--- src/rtl/gpf_pkg.sv ---
package gpf_pkg;
  localparam logic [31:0] FIX_MASK = 32'hBFE0_E010;
  localparam logic [31:0] FIX_VAL  = 32'h8400_E000;

  typedef struct packed {
    logic       wr;
    logic [1:0] lvl;
    logic       strm;
  } pf_hint_t;

  typedef struct packed {
    logic       ok;
    logic       es64;
    logic [4:0] imm;
    logic [2:0] psel;
    logic [4:0] vsel;
    pf_hint_t   hint;
  } pf_dec_t;

  typedef enum logic [1:0] {S_IDLE, S_RUN, S_FIN} seq_st_t;
endpackage

--- src/rtl/gpf_decode.sv ---
module gpf_decode
  import gpf_pkg::*;
(
  input  logic [31:0] instr,
  output pf_dec_t     dec
);
  always_comb begin
    dec.ok        = (instr & FIX_MASK) == FIX_VAL;
    dec.es64      = instr[30];
    dec.imm       = instr[20:16];
    dec.psel      = instr[12:10];
    dec.vsel      = instr[9:5];
    dec.hint.wr   = instr[3];
    dec.hint.lvl  = instr[2:1];
    dec.hint.strm = instr[0];
  end
endmodule

--- src/rtl/gpf_lane_pick.sv ---
module gpf_lane_pick #(
  parameter int NL = 8,
  localparam int IW = (NL > 1) ? $clog2(NL) : 1
) (
  input  logic [NL-1:0] pend,
  output logic          any,
  output logic [IW-1:0] idx
);
  // lowest set bit wins: scan from the top so the last hit is the lowest
  always_comb begin
    any = |pend;
    idx = '0;
    for (int i = NL - 1; i >= 0; i--) begin
      if (pend[i]) idx = IW'(i);
    end
  end
endmodule

--- src/rtl/gpf_lane_addr.sv ---
module gpf_lane_addr #(
  parameter int VLEN = 256,
  localparam int NL32 = VLEN / 32,
  localparam int NL64 = VLEN / 64,
  localparam int IW = (NL32 > 1) ? $clog2(NL32) : 1
) (
  input  logic [VLEN-1:0] vec,
  input  logic            es64,
  input  logic [IW-1:0]   idx,
  input  logic [4:0]      imm,
  output logic [63:0]     addr
);
  logic [31:0] w32 [NL32];
  logic [63:0] w64 [NL64];
  logic [31:0] sel32;
  logic [63:0] sel64;

  for (genvar g = 0; g < NL32; g++) begin : g_w32
    assign w32[g] = vec[g*32 +: 32];
  end
  for (genvar g = 0; g < NL64; g++) begin : g_w64
    assign w64[g] = vec[g*64 +: 64];
  end

  always_comb begin
    sel32 = '0;
    for (int g = 0; g < NL32; g++) begin
      if (idx == IW'(g)) sel32 = w32[g];
    end
    sel64 = '0;
    for (int g = 0; g < NL64; g++) begin
      if (idx == IW'(g)) sel64 = w64[g];
    end
  end

  assign addr = (es64 ? sel64 : {32'd0, sel32}) + {59'd0, imm};
endmodule

--- src/rtl/gpf_seq.sv ---
module gpf_seq
  import gpf_pkg::*;
#(
  parameter int VLEN = 256
) (
  input  logic              clk,
  input  logic              rst_n,
  input  logic              start,
  input  logic [31:0]       instr,
  input  logic              mode_block,
  input  logic [VLEN-1:0]   vec_data,
  input  logic [VLEN/8-1:0] pred_data,
  input  logic              req_ready,
  output logic              req_valid,
  output logic [63:0]       req_addr,
  output logic              req_write,
  output logic [1:0]        req_level,
  output logic              req_stream,
  output logic              busy,
  output logic              done,
  output logic              err,
  output logic [2:0]        pred_sel,
  output logic [4:0]        vec_sel
);
  localparam int NL32 = VLEN / 32;
  localparam int NL64 = VLEN / 64;
  localparam int IW   = (NL32 > 1) ? $clog2(NL32) : 1;

  pf_dec_t        dec;
  seq_st_t        st_q;
  logic [NL32-1:0] act32, act64, lane_mask;
  logic [NL32-1:0] pend_q, pend_nxt;
  logic [VLEN-1:0] vec_q;
  logic            es64_q, err_q;
  logic [4:0]      imm_q, vsel_q;
  logic [2:0]      psel_q;
  pf_hint_t        hint_q;
  logic            pend_any;
  logic [IW-1:0]   cur_idx;
  logic            launch, accept, fire;

  gpf_decode u_dec (.instr(instr), .dec(dec));

  // lane activity from the lowest bit of each lane's predicate byte group
  for (genvar e = 0; e < NL32; e++) begin : g_act
    assign act32[e] = pred_data[e*4];
    if (e < NL64) begin : g_wide
      assign act64[e] = pred_data[e*8];
    end else begin : g_none
      assign act64[e] = 1'b0;
    end
  end

  assign lane_mask = dec.es64 ? act64 : act32;
  assign launch    = start && (st_q != S_RUN);
  assign accept    = dec.ok && !mode_block;

  gpf_lane_pick #(.NL(NL32)) u_pick (
    .pend (pend_q),
    .any  (pend_any),
    .idx  (cur_idx)
  );

  gpf_lane_addr #(.VLEN(VLEN)) u_addr (
    .vec  (vec_q),
    .es64 (es64_q),
    .idx  (cur_idx),
    .imm  (imm_q),
    .addr (req_addr)
  );

  assign req_valid = (st_q == S_RUN) && pend_any;
  assign fire      = req_valid && req_ready;
  assign pend_nxt  = pend_q & ~(NL32'(1) << cur_idx);

  always_ff @(posedge clk or negedge rst_n) begin
    if (!rst_n) begin
      st_q   <= S_IDLE;
      pend_q <= '0;
      err_q  <= 1'b0;
      es64_q <= 1'b0;
      imm_q  <= '0;
      psel_q <= '0;
      vsel_q <= '0;
      hint_q <= '0;
    end else if (launch) begin
      psel_q <= dec.psel;
      vsel_q <= dec.vsel;
      es64_q <= dec.es64;
      imm_q  <= dec.imm;
      hint_q <= dec.hint;
      if (!accept) begin
        st_q   <= S_FIN;
        err_q  <= 1'b1;
        pend_q <= '0;
      end else begin
        err_q  <= 1'b0;
        pend_q <= lane_mask;
        st_q   <= (|lane_mask) ? S_RUN : S_FIN;
      end
    end else begin
      case (st_q)
        S_RUN: begin
          if (fire) begin
            pend_q <= pend_nxt;
            if (pend_nxt == '0) st_q <= S_FIN;
          end else if (!pend_any) begin
            st_q <= S_FIN;
          end
        end
        S_FIN: begin
          st_q  <= S_IDLE;
          err_q <= 1'b0;
        end
        default: st_q <= S_IDLE;
      endcase
    end
  end

  // the base vector is only captured when at least one lane will use it
  always_ff @(posedge clk) begin
    if (launch && accept && (|lane_mask)) vec_q <= vec_data;
  end

  assign req_write  = hint_q.wr;
  assign req_level  = hint_q.lvl;
  assign req_stream = hint_q.strm;
  assign busy       = (st_q == S_RUN);
  assign done       = (st_q == S_FIN);
  assign err        = (st_q == S_FIN) && err_q;
  assign pred_sel   = psel_q;
  assign vec_sel    = vsel_q;
endmodule

--- config.mk ---
export PLATFORM = sky130hd
export DESIGN_NAME = gpf_seq
export DESIGN_NICKNAME = d
export VERILOG_FILES = /design/src/rtl/gpf_pkg.sv /design/src/rtl/gpf_decode.sv /design/src/rtl/gpf_lane_pick.sv /design/src/rtl/gpf_lane_addr.sv /design/src/rtl/gpf_seq.sv
export SDC_FILE = /design/constraint.sdc
export NUM_CORES = 1
export LEC_CHECK = 0
export ABC_AREA = 1
export BUFFER_PORTS_ARGS = -buffer_cell sky130_fd_sc_hd__buf_2
export CORE_ASPECT_RATIO = 1.75
export CORE_MARGIN = 1
export CORE_UTILIZATION = 40
export CTS_CLUSTER_SIZE = 14
export DETAILED_ROUTE_END_ITERATION = 8
export MAX_ROUTING_LAYER = met4
export SLEW_MARGIN = 20
export SYNTH_ARGS = -nofsm -noshare
export SYNTH_HDL_FRONTEND = slang
export SYNTH_SLANG_ARGS = --single-unit
--- constraint.sdc ---
create_clock -name clk -period 17.8 [get_ports clk]
set_input_delay 5.34 -clock clk [delete_from_list [all_inputs] [get_ports clk]]
set_output_delay 5.34 -clock clk [all_outputs]
set_load 0.05 [all_outputs]
==> summary.txt, run 1 <==
Layout
  – Most frequent cells in the layout: nand2_1, buf_2, edfxtp_1
  – Nets: 2,609
  – Layout cells sized above 1: 0.2377
  – P&R area growth vs syn: 19.54%
  – Most common cell after layout, fill and taps aside: nand2_1
  – FILL cells: 3,938
  – Finished Cell Area: ~0.020 mm²

Logic synthesis
  – Gate count after technology mapping: 1,930
  – Largest family of logic cells by synthesized area: simple AND/OR/NAND/NOR gates
  – Synth Area in Compound Gates: 0.07462
  – Avg Inst Size Synth: around 8.5 µm²
  – Syn nets: approximately 2,300
  – Post-Syn Area: about 0.016 mm²
  – Mux cell area share after synthesis: 0.0006135
  – Adder-Cell Fraction of Synth Area: 0.005062
  – Post-Synth XOR/XNOR Area: 0.01664
  – Seq/Total Area, Yosys: 0.5157
  – Count of cell types in the netlist: approximately 50
  – Flops & latches, synth: about 290
  – Synth Area in Simple Gates: 0.2999
  – Synth warn: 0

Setup path
  – Worst R2R Path Depth: 12
  – Worst r2r src: pend_q[7]
  – CP endpoint kind: output pin
  – Critical path origin: pend_q[7]
  – Startpoint type of the worst setup path: register
  – Arrival time worst endpoint: 7.28 ns
  – CP Class: register to output pin
  – Worst EP required: 12.46 ns
  – CP max FO: 50

Floorplan
  – Core area: between 0.04 and 0.05 mm²
  – Starting density of the core: 0.4061
  – Die area: 0.04163 mm²
  – Die width: about 150 µm
  – I/O Pins: roughly 400
  – Site Rows: just under 100
  – Die Y: about 270 µm

Pwr
  – Pwr Density: 92.67 mW/mm²
  – Maximum VDD drop: approximately 0.00008 V
  – Leakage: between 0.008 and 0.009 µW

Clock tree
  – Post-CTS setup buffers: 0
  – Clk root buf: clkbuf_16
  – Max H-tree Level: 1
  – TritonCTS Sinks: 285
  – CTS Buffer Depth: 3
  – Number of CTS-inserted buffers: 28
  – TritonCTS clock tree: built
  – Post-cts sizing count: 0
  – CTS Hold Bufs: 0
  – Clock latency on the worst-skew pair: 0.58 ns
  – Clock slew seen by the registers of the worst setup and hold paths: approximately 0.060 ns

Drt
  – Final ANT Viol Nets: 0
  – Iter 0 DRT Violations: 1,186
  – Post-DR wirelength/cell: approximately 21 µm
  – Routed wire length: 60,170 µm
  – # DRC: 0
  – Via density: approximately 5.3
  – Drt pass-1 iters: 6
  – Via count: around 15,000

GRT
  – Tot GR Track Use: 0.2956
  – Total grt overflow: 0
  – Vias in the first global route: ~15,000
  – Largest net degree at the start of global routing: roughly 190
  – Initial antenna violation count: 15
  – First-pass GRT wire length: between 80,000 and 90,000 µm

Timing
  – Fin. Hold Viols: 0
  – Min Tclk post-route: ~13 ns
  – Relative slew slack: 0.2590
  – Max Clock Freq: slightly below 0.08 GHz
  – Post-Route Setup TNS: 0 ns
  – Final Max Slew Viols: 0
  – Unrepaired setup endpoints after global routing: false
  – Clk_skew: ~0.023 ns
  – Worst slew pin tran: around 1.1 ns
  – Fin crit share: 0.7090
  – Final setup fails: 0

Placed design
  – Port buffer count: 380
  – Placed inst area: ~0.019 mm²
  – Hpwl dp: approximately 44,000 µm
  – Final GP Congestion: just under 1

Worst hold path
  – Path type of the worst min-delay path: register to register
  – WHS Path Cells: 2
  – Hold path start: vec_sel[0]

Flow run
  – Max cap viols: 0

Run status
  – Status: finished, final reports clean
## logic make-up after synthesis
| logic type | after synthesis |
|---|---|
| compound gates | 191 |
| xor+xnor | 31 |
| fa+ha+maj | 6 |
| buf+inv | 323 |
| flops | 285 |
| mux | 1 |
| simple gates | 1093 |
## stage by stage
step	std cells	worst slack, ns	power (µW)	hold WS, ns	utilization
final	2855	5.180	1807	0.4741	0.4855
after detailed placement	2792	5.684	1220	0.4597	0.4619
after floorplan	1930	0.1079	1058	0.4553	-
after global placement	2792	5.727	1216	0.4576	0.4619
after CTS	2841	5.060	1821	0.4773	0.4846
after global routing	2855	4.805	1875	0.4886	0.4855
## critical path: stages (launching register included)
cell and delay, ns:
dfrtp_1 0.44, nand2_1 0.10, nand2_1 0.05, nand2_1 0.06
nand2_1 0.06, nand2_2 0.11, nand2_2 0.06, nand2_2 0.75
nand3_4 0.91, o21ai_0 0.44, o211ai_1 0.13, o22ai_1 0.50
inv_1 0.09, ha_1 0.40, nand2_1 0.10, inv_1 0.09
nand3_1 0.09, o21ai_0 0.62, nand3_1 0.23, nor2_4 0.26
nand3_2 0.18, inv_2 0.14, nand2_1 0.20, nor2_2 0.23
nand3_1 0.08, nand2_1 0.08, buf_2 0.28
## final timing paths
kind	end	slack, ns
hold / removal	vec_sel[0]	0.47
min in group asynchronous	es64_q	4.79
max in group asynchronous	req_write	12.53
setup / recovery	req_addr[61]	5.18
hold reg to reg	vec_sel[0]	0.47
setup reg to reg	st_q[0]	13.92
## power by group
part           internal (µW)  total [µW]  switching (µW)
clock network            347         600             254
registers                733         737            3.11
logic                    122         470             348
total                   1200        1810             605
## layer usage
metal / part of all wire / vias up / global-route usage
met4: 0.064 / 0 / 0.1795
met2: 0.51 / 732 / 0.5199
met3: 0.065 / 163 / 0.03809
met1: 0.36 / 7117 / 0.3129
met5: 0 / - / -
li1: - / 7108 / -
## cell type report
class | instances | area [µm²] | area share
sequential | 285 | 8414 | 0.4314
antenna | 14 | 35.03 | 0.001796
multi-input combinational | 1322 | 6500 | 0.3333
clock buffer | 35 | 726.9 | 0.03727
clock inverter | 14 | 185.2 | 0.009495
inverter | 244 | 918.4 | 0.04709
timing repair buffer | 397 | 2042 | 0.1047
tap | 544 | 680.7 | 0.03490
## synthesized netlist by cell type (all sizes together)
cell type / n / share of area
xor2: 16 / 0.0086
and2: 1 / 0.00038
nor3: 11 / 0.0076
fa: 1 / 0.0012
a31oi: 4 / 0.0015
nand3b: 12 / 0.0055
nor2: 175 / 0.049
edfxtp: 256 / 0.47
o211ai: 8 / 0.0037
clkinv: 2 / 0.00046
nand4: 85 / 0.034
o21bai: 2 / 0.00092
dfrtp: 29 / 0.044
o2111ai: 44 / 0.026
o21ai: 113 / 0.035
ha: 5 / 0.0038
o2bb2ai: 2 / 0.0011
or4: 1 / 0.00046
o31ai: 1 / 0.00046
mux2i: 1 / 0.00061
nand3: 99 / 0.037
nand2: 697 / 0.16
a21oi: 9 / 0.0028
a2111oi: 2 / 0.0011
inv: 242 / 0.056
o22ai: 6 / 0.0027
or2: 12 / 0.0046
clkbuf: 27 / 0.0062
xnor2: 15 / 0.0081
buf: 52 / 0.025
## sequential cells by signal, summed over array words and instances, names as in the netlist
signal / flops
vec_sel: 5
imm_q: 5
req_stream: 1
es64_q: 1
req_write: 1
err_q: 1
pred_sel: 3
req_level: 2
st_q: 2
vec_q: 256
pend_q: 8
(Power assumes the default switching activity.)
==> run 2: changes to the inputs <==
Clock period 17.8 ns to 12.12 ns, I/O delays scaled along.
==> run 2 against run 1 <==
Effect of this change: first-iteration DRC count is 5.4% higher; critical path type unchanged; register-to-register slack worse by 5.5 ns; clock power is 45% higher; utilization stayed put; cell area stayed put; non-clock buffer count stayed put; cell count hardly changed; sequential share of layout area stayed put; largest power group unchanged; hold slack better by 0.0014 ns; critical path depth is 2 higher; routed wire length is 0.94% higher; die area stayed put.
==> summary.txt, run 2 (synthesized netlist as in run 1, its figures left out) <==
Floorplan
  – Starting density of the core: 0.4061 (unchanged)
  – Core area: 0.04017 mm² (unchanged)
  – Die Y: 269.2 µm (unchanged)
  – Die width: 154.7 µm (unchanged)
  – Die area: 0.04163 mm² (unchanged)
  – Site Rows: 97 (unchanged)
  – I/O Pins: 405 (unchanged)

Layout
  – Final Non-Filler Cells: 2,857 (was 2,855)
  – Most frequent cells in the layout: nand2_1, buf_2, edfxtp_1 (unchanged)
  – Largest register by flop count: vec_q (unchanged)
  – Nets: 2,610 (was 2,609)
  – Layout cells sized above 1: 0.2416 (was 0.2377)
  – P&R area growth vs syn: 19.54% (unchanged)
  – Most common cell after layout, fill and taps aside: nand2_1 (unchanged)
  – Max FFs per register: 256 (unchanged)
  – Top Registers: vec_q x256, pend_q x8 (unchanged)

Pwr
  – P_int: 1731 µW (was 1202 µW)
  – Pwr Density: 135.5 mW/mm² (was 92.67 mW/mm²)
  – Maximum VDD drop: 0.0001168 V (was 0.00008035 V)
  – Switching Fraction: 0.3449 (was 0.3349)
  – Sequential power share: 0.410 (was 0.408)
  – Psw: 911.1 µW (was 605.2 µW)
  – Tot Pwr: 2642 µW (was 1807 µW)
  – Part of the power in combinational logic: 0.262 (was 0.260)
  – Clock power frac: 0.328 (was 0.332)
  – Leakage: 0.008349 µW (was 0.008334 µW)

Drt
  – Post-DR wirelength/cell: 21.26 µm (was 21.07 µm)
  – Iter 0 DRT Violations: 1,250 (was 1,186)
  – Final ANT Viol Nets: 0 (unchanged)
  – Via count: 15,150 (was 15,120)
  – # DRC: 0 (unchanged)
  – Drt pass-1 iters: 6 (unchanged)
  – Via density: 5.303 (was 5.296)
  – Routed wire length: 60,730 µm (was 60,170 µm)

Placed design
  – Final GP Congestion: 1.000 (was 0.9913)
  – Pre-CTS setup slack: 1.899 ns (was 5.684 ns)
  – Port buffer count: 380 (unchanged)
  – Placed insts: 2,792 (unchanged)
  – Hpwl dp: 44,760 µm (was 44,080 µm)

Setup path
  – Startpoint type of the worst setup path: register (unchanged)
  – Critical path origin: pend_q[7] (unchanged)
  – Critical path's largest stage delay: 0.82 ns (was 0.91 ns)
  – Arrival time worst endpoint: 7.18 ns (was 7.28 ns)
  – CP max FO: 29 (was 50)
  – Worst r2r src: pend_q[7] (unchanged)
  – CP endpoint kind: output pin (unchanged)
  – CP Class: register to output pin (unchanged)
  – Worst EP required: 8.48 ns (was 12.46 ns)
  – Most used cell, CP: nand2_1 (unchanged)
  – Slowest stage cell on the critical path: nand3_2 (was nand3_4)

Clock tree
  – Max H-tree Level: 1 (unchanged)
  – TritonCTS clock tree: built (unchanged)
  – Post-cts sizing count: 0 (unchanged)
  – Clock slew seen by the registers of the worst setup and hold paths: 0.07 ns (was 0.06 ns)
  – CTS Hold Bufs: 0 (unchanged)
  – CTS Buffer Depth: 3 (unchanged)
  – Post-CTS setup buffers: 0 (unchanged)
  – Clk root buf: clkbuf_16 (unchanged)
  – Clock latency on the worst-skew pair: 0.58 ns (about the same)
  – Number of CTS-inserted buffers: 29 (was 28)
  – TritonCTS Sinks: 285 (unchanged)

Timing
  – Unrepaired setup endpoints after global routing: false (unchanged)
  – Worst slew pin tran: 1.141 ns (was 1.111 ns)
  – Final Max Slew Viols: 0 (unchanged)
  – Min Tclk post-route: 10.82 ns
  – Fin. Hold Viols: 0 (unchanged)
  – Relative slew slack: 0.2396 (was 0.2590)
  – Max Clock Freq: ~0.09 GHz
  – Post-Route Setup TNS: 0 ns (unchanged)
  – Final worst slack: 1.302 ns (was 5.180 ns)
  – Fin crit share: 0.8925
  – Final setup fails: 0 (unchanged)
  – Clk_skew: 0.01651 ns (was 0.02271 ns)

GRT
  – Largest net degree at the start of global routing: 186 (was 189)
  – Total grt overflow: 0 (unchanged)
  – First-pass GRT wire length: 88,580 µm (was 87,690 µm)
  – Tot GR Track Use: 0.2979 (was 0.2956)
  – Initial antenna violation count: 12 (was 15)
  – Vias in the first global route: 15,210 (was 14,850)

Worst hold path
  – Hold path start: vec_sel[2] (was vec_sel[0])
  – Path type of the worst min-delay path: register to register (unchanged)

Run status
  – Status: finished, final reports clean (unchanged)

Flow run
  – Max cap viols: 0 (unchanged)
[run 2: final timing paths]
path                            cells past startpoint            to  slack, ns
worst max-delay path                               28  req_addr[29]       1.30
worst min-delay path                                2    vec_sel[2]       0.48
worst max register to register                     13       st_q[0]       8.45
worst min register to register                      2    vec_sel[2]       0.48
max in group asynchronous                           1        es64_q       8.55
min in group asynchronous                           1         err_q       3.09
[run 2: through the flow]
stage / area (µm²) / util / hold slack (ns)
2_1_floorplan: 16320 / - / 0.4553
3_3_place_gp: 18560 / 0.4619 / 0.4598
3_5_place_dp: 18560 / 0.4619 / 0.4632
4_1_cts: 19470 / 0.4847 / 0.4793
5_1_grt: 19500 / 0.4855 / 0.4956
6_report: 19500 / 0.4855 / 0.4755
[run 2: power groups by stage]
stage | Combinational, µW | Sequential, µW | Clock (µW)
after floorplan | 439 | 1110 | 0
after global placement | 684 | 1100 | 0
after detailed placement | 689 | 1100 | 0
after CTS | 691 | 1080 | 881
after global routing | 740 | 1080 | 919
final | 693 | 1080 | 867
[run 2: area by class of cell]
| class | instances | area (µm²) |
|---|---|---|
| fillers | 3854 | 20670 |
| flip-flops and latches | 285 | 8414 |
| multi-input cells | 1322 | 6500 |
| repair buffers | 397 | 2042 |
| inverters | 244 | 918.4 |
| clock buffers | 34 | 758.2 |
| well taps | 544 | 680.7 |
| clock inverters | 19 | 158.9 |
| diodes | 12 | 30.03 |
[run 2: worst max-delay path: cells and delay by family, from the launching register on]
family,cells,cell delay [ns]
adder cells (fa/ha/maj),1,0.27
flip-flops,1,0.44
buffers and inverters,4,0.79
AO/OA/AOI/OAI,6,1.45
AND/OR/NAND/NOR,16,3.46
XOR/XNOR,1,0.13
[run 2: per-layer routing]
metal / vias to the layer above / GRT usage / routed length (µm)
li1: 7104 / - / -
met1: 6993 / 0.3120 / 21330
met2: 820 / 0.4975 / 29860
met3: 234 / 0.03680 / 4059
met4: 0 / 0.2496 / 5486
met5: - / - / 0
==> run 3: changes to the inputs <==
Settings changed: SKIP_LAST_GASP set to 1.
Clock period 12.12 ns to 13.5 ns, I/O delays scaled along.
==> run 3 against run 2 <==
Effect of this change: utilization rose by 0.090 points; combinational power down 10%; global-route usage grew 0.056 points; routed wire length up 0.18%; register-to-register slack better by 1.2 ns; worst setup slack better by 0.89 ns; cell area grew 0.19%; clock-buffer cell count decreased by 2; largest power group unchanged; highest routed layer unchanged.
==> summary.txt, run 3 (synthesized netlist as in run 1, its figures left out) <==
Flow run
  – Max cap viols: 0 (unchanged)

Clock tree
  – Number of CTS-inserted buffers: 29 (unchanged)
  – CTS Hold Bufs: 0 (unchanged)
  – Post-cts sizing count: 0 (unchanged)
  – TritonCTS clock tree: built (unchanged)
  – Clk root buf: clkbuf_16 (unchanged)
  – Clock latency on the worst-skew pair: 0.60 ns (was 0.58 ns)
  – Post-CTS setup buffers: 0 (unchanged)
  – CTS Buffer Depth: 3 (unchanged)
  – Clock slew seen by the registers of the worst setup and hold paths: 0.07 ns (about the same)
  – TritonCTS Sinks: 285 (unchanged)
  – Max H-tree Level: 1 (unchanged)

Floorplan
  – Die Y: 269.2 µm (unchanged)
  – Die width: 154.7 µm (unchanged)
  – Starting density of the core: 0.4061 (unchanged)
  – Die area: 0.04163 mm² (unchanged)
  – Core area: 0.04017 mm² (unchanged)
  – Site Rows: 97 (unchanged)
  – I/O Pins: 405 (unchanged)

Run status
  – Status: finished, final reports clean (unchanged)

Pwr
  – Part of the power in combinational logic: 0.259 (was 0.262)
  – Switching Fraction: 0.3427 (was 0.3449)
  – Clock power frac: 0.338 (was 0.328)
  – P_int: 1582 µW (was 1731 µW)
  – Pwr Density: 123.2 mW/mm² (was 135.5 mW/mm²)
  – Maximum VDD drop: 0.0001071 V (was 0.0001168 V)
  – Leakage: 0.008361 µW (was 0.008349 µW)
  – Sequential power share: 0.403 (was 0.410)
  – Psw: 825.0 µW (was 911.1 µW)

Setup path
  – Most used cell, CP: nand2_1 (unchanged)
  – CP Class: register to output pin (unchanged)
  – CP max FO: 34 (was 29)
  – Startpoint type of the worst setup path: register (unchanged)
  – CP endpoint kind: output pin (unchanged)
  – Critical path's largest stage delay: 0.62 ns (was 0.82 ns)
  – Slowest stage cell on the critical path: o21ai_0 (was nand3_2)
  – Worst EP required: 9.45 ns (was 8.48 ns)
  – Arrival time worst endpoint: 7.26 ns (was 7.18 ns)

Placed design
  – Port buffer count: 380 (unchanged)
  – Hpwl dp: 44,670 µm (was 44,760 µm)
  – Pre-CTS setup slack: 2.955 ns (was 1.899 ns)
  – Final GP Congestion: 1.004 (was 1.000)

Timing
  – Final worst slack: 2.193 ns (was 1.302 ns)
  – Hold slack final: 0.4775 ns (was 0.4755 ns)
  – Fin crit share: 0.8376
  – Fin. Hold Viols: 0 (unchanged)
  – Unrepaired setup endpoints after global routing: false (unchanged)
  – Clk_skew: 0.01874 ns (was 0.01651 ns)
  – Min Tclk post-route: between 10 and 15 ns
  – Post-Route Setup TNS: 0 ns (unchanged)
  – Final setup fails: 0 (unchanged)
  – Relative slew slack: 0.2539 (was 0.2396)
  – Max Clock Freq: between 0.08 and 0.09 GHz
  – Final Max Slew Viols: 0 (unchanged)
  – Worst slew pin tran: 1.119 ns (was 1.141 ns)

GRT
  – Total grt overflow: 0 (unchanged)
  – Largest net degree at the start of global routing: 176 (was 186)
  – Initial antenna violation count: 13 (was 12)
  – Vias in the first global route: 15,060 (was 15,210)
  – Tot GR Track Use: 0.2985 (was 0.2979)
  – First-pass GRT wire length: 88,570 µm (was 88,580 µm)

Layout
  – Fin util: 0.4864 (was 0.4855)
  – Nets: 2,611 (was 2,610)
  – Most frequent cells in the layout: nand2_1, buf_2, edfxtp_1 (unchanged)
  – Max FFs per register: 256 (unchanged)
  – FILL cells: 3,859 (was 3,854)
  – Most common cell after layout, fill and taps aside: nand2_1 (unchanged)
  – P&R area growth vs syn: 19.76% (was 19.54%)
  – Layout cells sized above 1: 0.2398 (was 0.2416)
  – Top Registers: vec_q x256, pend_q x8 (unchanged)
  – Largest register by flop count: vec_q (unchanged)
  – Seq. cell area: 0.008414 mm² (unchanged)
  – Area of the multi-input gates: 0.006500 mm² (unchanged)

Drt
  – # DRC: 0 (unchanged)
  – Drt pass-1 iters: 6 (unchanged)
  – Via density: 5.305 (was 5.303)
  – Final ANT Viol Nets: 0 (unchanged)
  – Iter 0 DRT Violations: 1,279 (was 1,250)
  – Post-DR wirelength/cell: 21.28 µm (was 21.26 µm)
  – Via count: 15,170 (was 15,150)
  – Routed wire length: 60,840 µm (was 60,730 µm)

Worst hold path
  – Path type of the worst min-delay path: register to register (unchanged)
run 3: changes by cell type in the layout (fill, tap and decap cells not counted):
cell        previous run  this run
clkinv_2               9         4
clkbuf_8               1         0
buf_4                 16        17
clkinv_8               1         0
clkinvlp_4             3         1
clkinv_1               4         9
bufinv_16              1         3
diode_2               12        13
inv_8                  0         1
inv_6                  0         1
clkinvlp_2             0         1
clkbuf_4               1         0
run 3: layout make-up:
class,count,share of cell area
antenna,13,0.001665
clock buffer,32,0.03772
clock inverter,21,0.01057
inverter,244,0.04700
multi-input combinational,1322,0.3327
sequential,285,0.4306
tap,544,0.03484
timing repair buffer,398,0.1049
run 3: final timing paths:
check / start / end / slack, ns / cells after the start
hold reg to reg: req_level[0] / req_level[0] / 0.48 / 2
min in group asynchronous: rst_n / pend_q[3] / 3.51 / 1
setup / recovery: pend_q[7] / req_addr[61] / 2.19 / 31
setup reg to reg: pend_q[7] / st_q[0] / 9.62 / 13
hold / removal: req_level[0] / req_level[0] / 0.48 / 2
max in group asynchronous: rst_n / es64_q / 9.51 / 1
run 3: metrics by stage:
stage | power [µW] | cell area [µm²] | cells
after floorplan | 1395 | 16320 | 1930
after detailed placement | 1606 | 18560 | 2793
after CTS | 2418 | 19510 | 2846
after global routing | 2498 | 19540 | 2859
after global placement | 1601 | 18560 | 2793
final | 2407 | 19540 | 2859
run 3: layer usage:
layer	part of all wire	track usage	wire length (µm)
met5	0	-	0
met4	0.072	0.2009	4375
met3	0.069	0.03873	4168
met2	0.51	0.5181	31200
met1	0.35	0.3139	21100
run 3: critical path, delay by kind of cell, from the launching register on:
family	cells	cell delay [ns]
compound gates	6	1.40
fa+ha+maj	1	0.41
buf+inv	6	1.38
flops	1	0.44
simple gates	18	2.99
run 3: power by group through the flow:
stage          clock network (µW)  registers (µW)  logic, µW
5_1_grt                       864             971        663
3_3_place_gp                    0             990        611
2_1_floorplan                   0            1000        394
6_report                      813             971        623
3_5_place_dp                    0             990        617
4_1_cts                       829             971        619
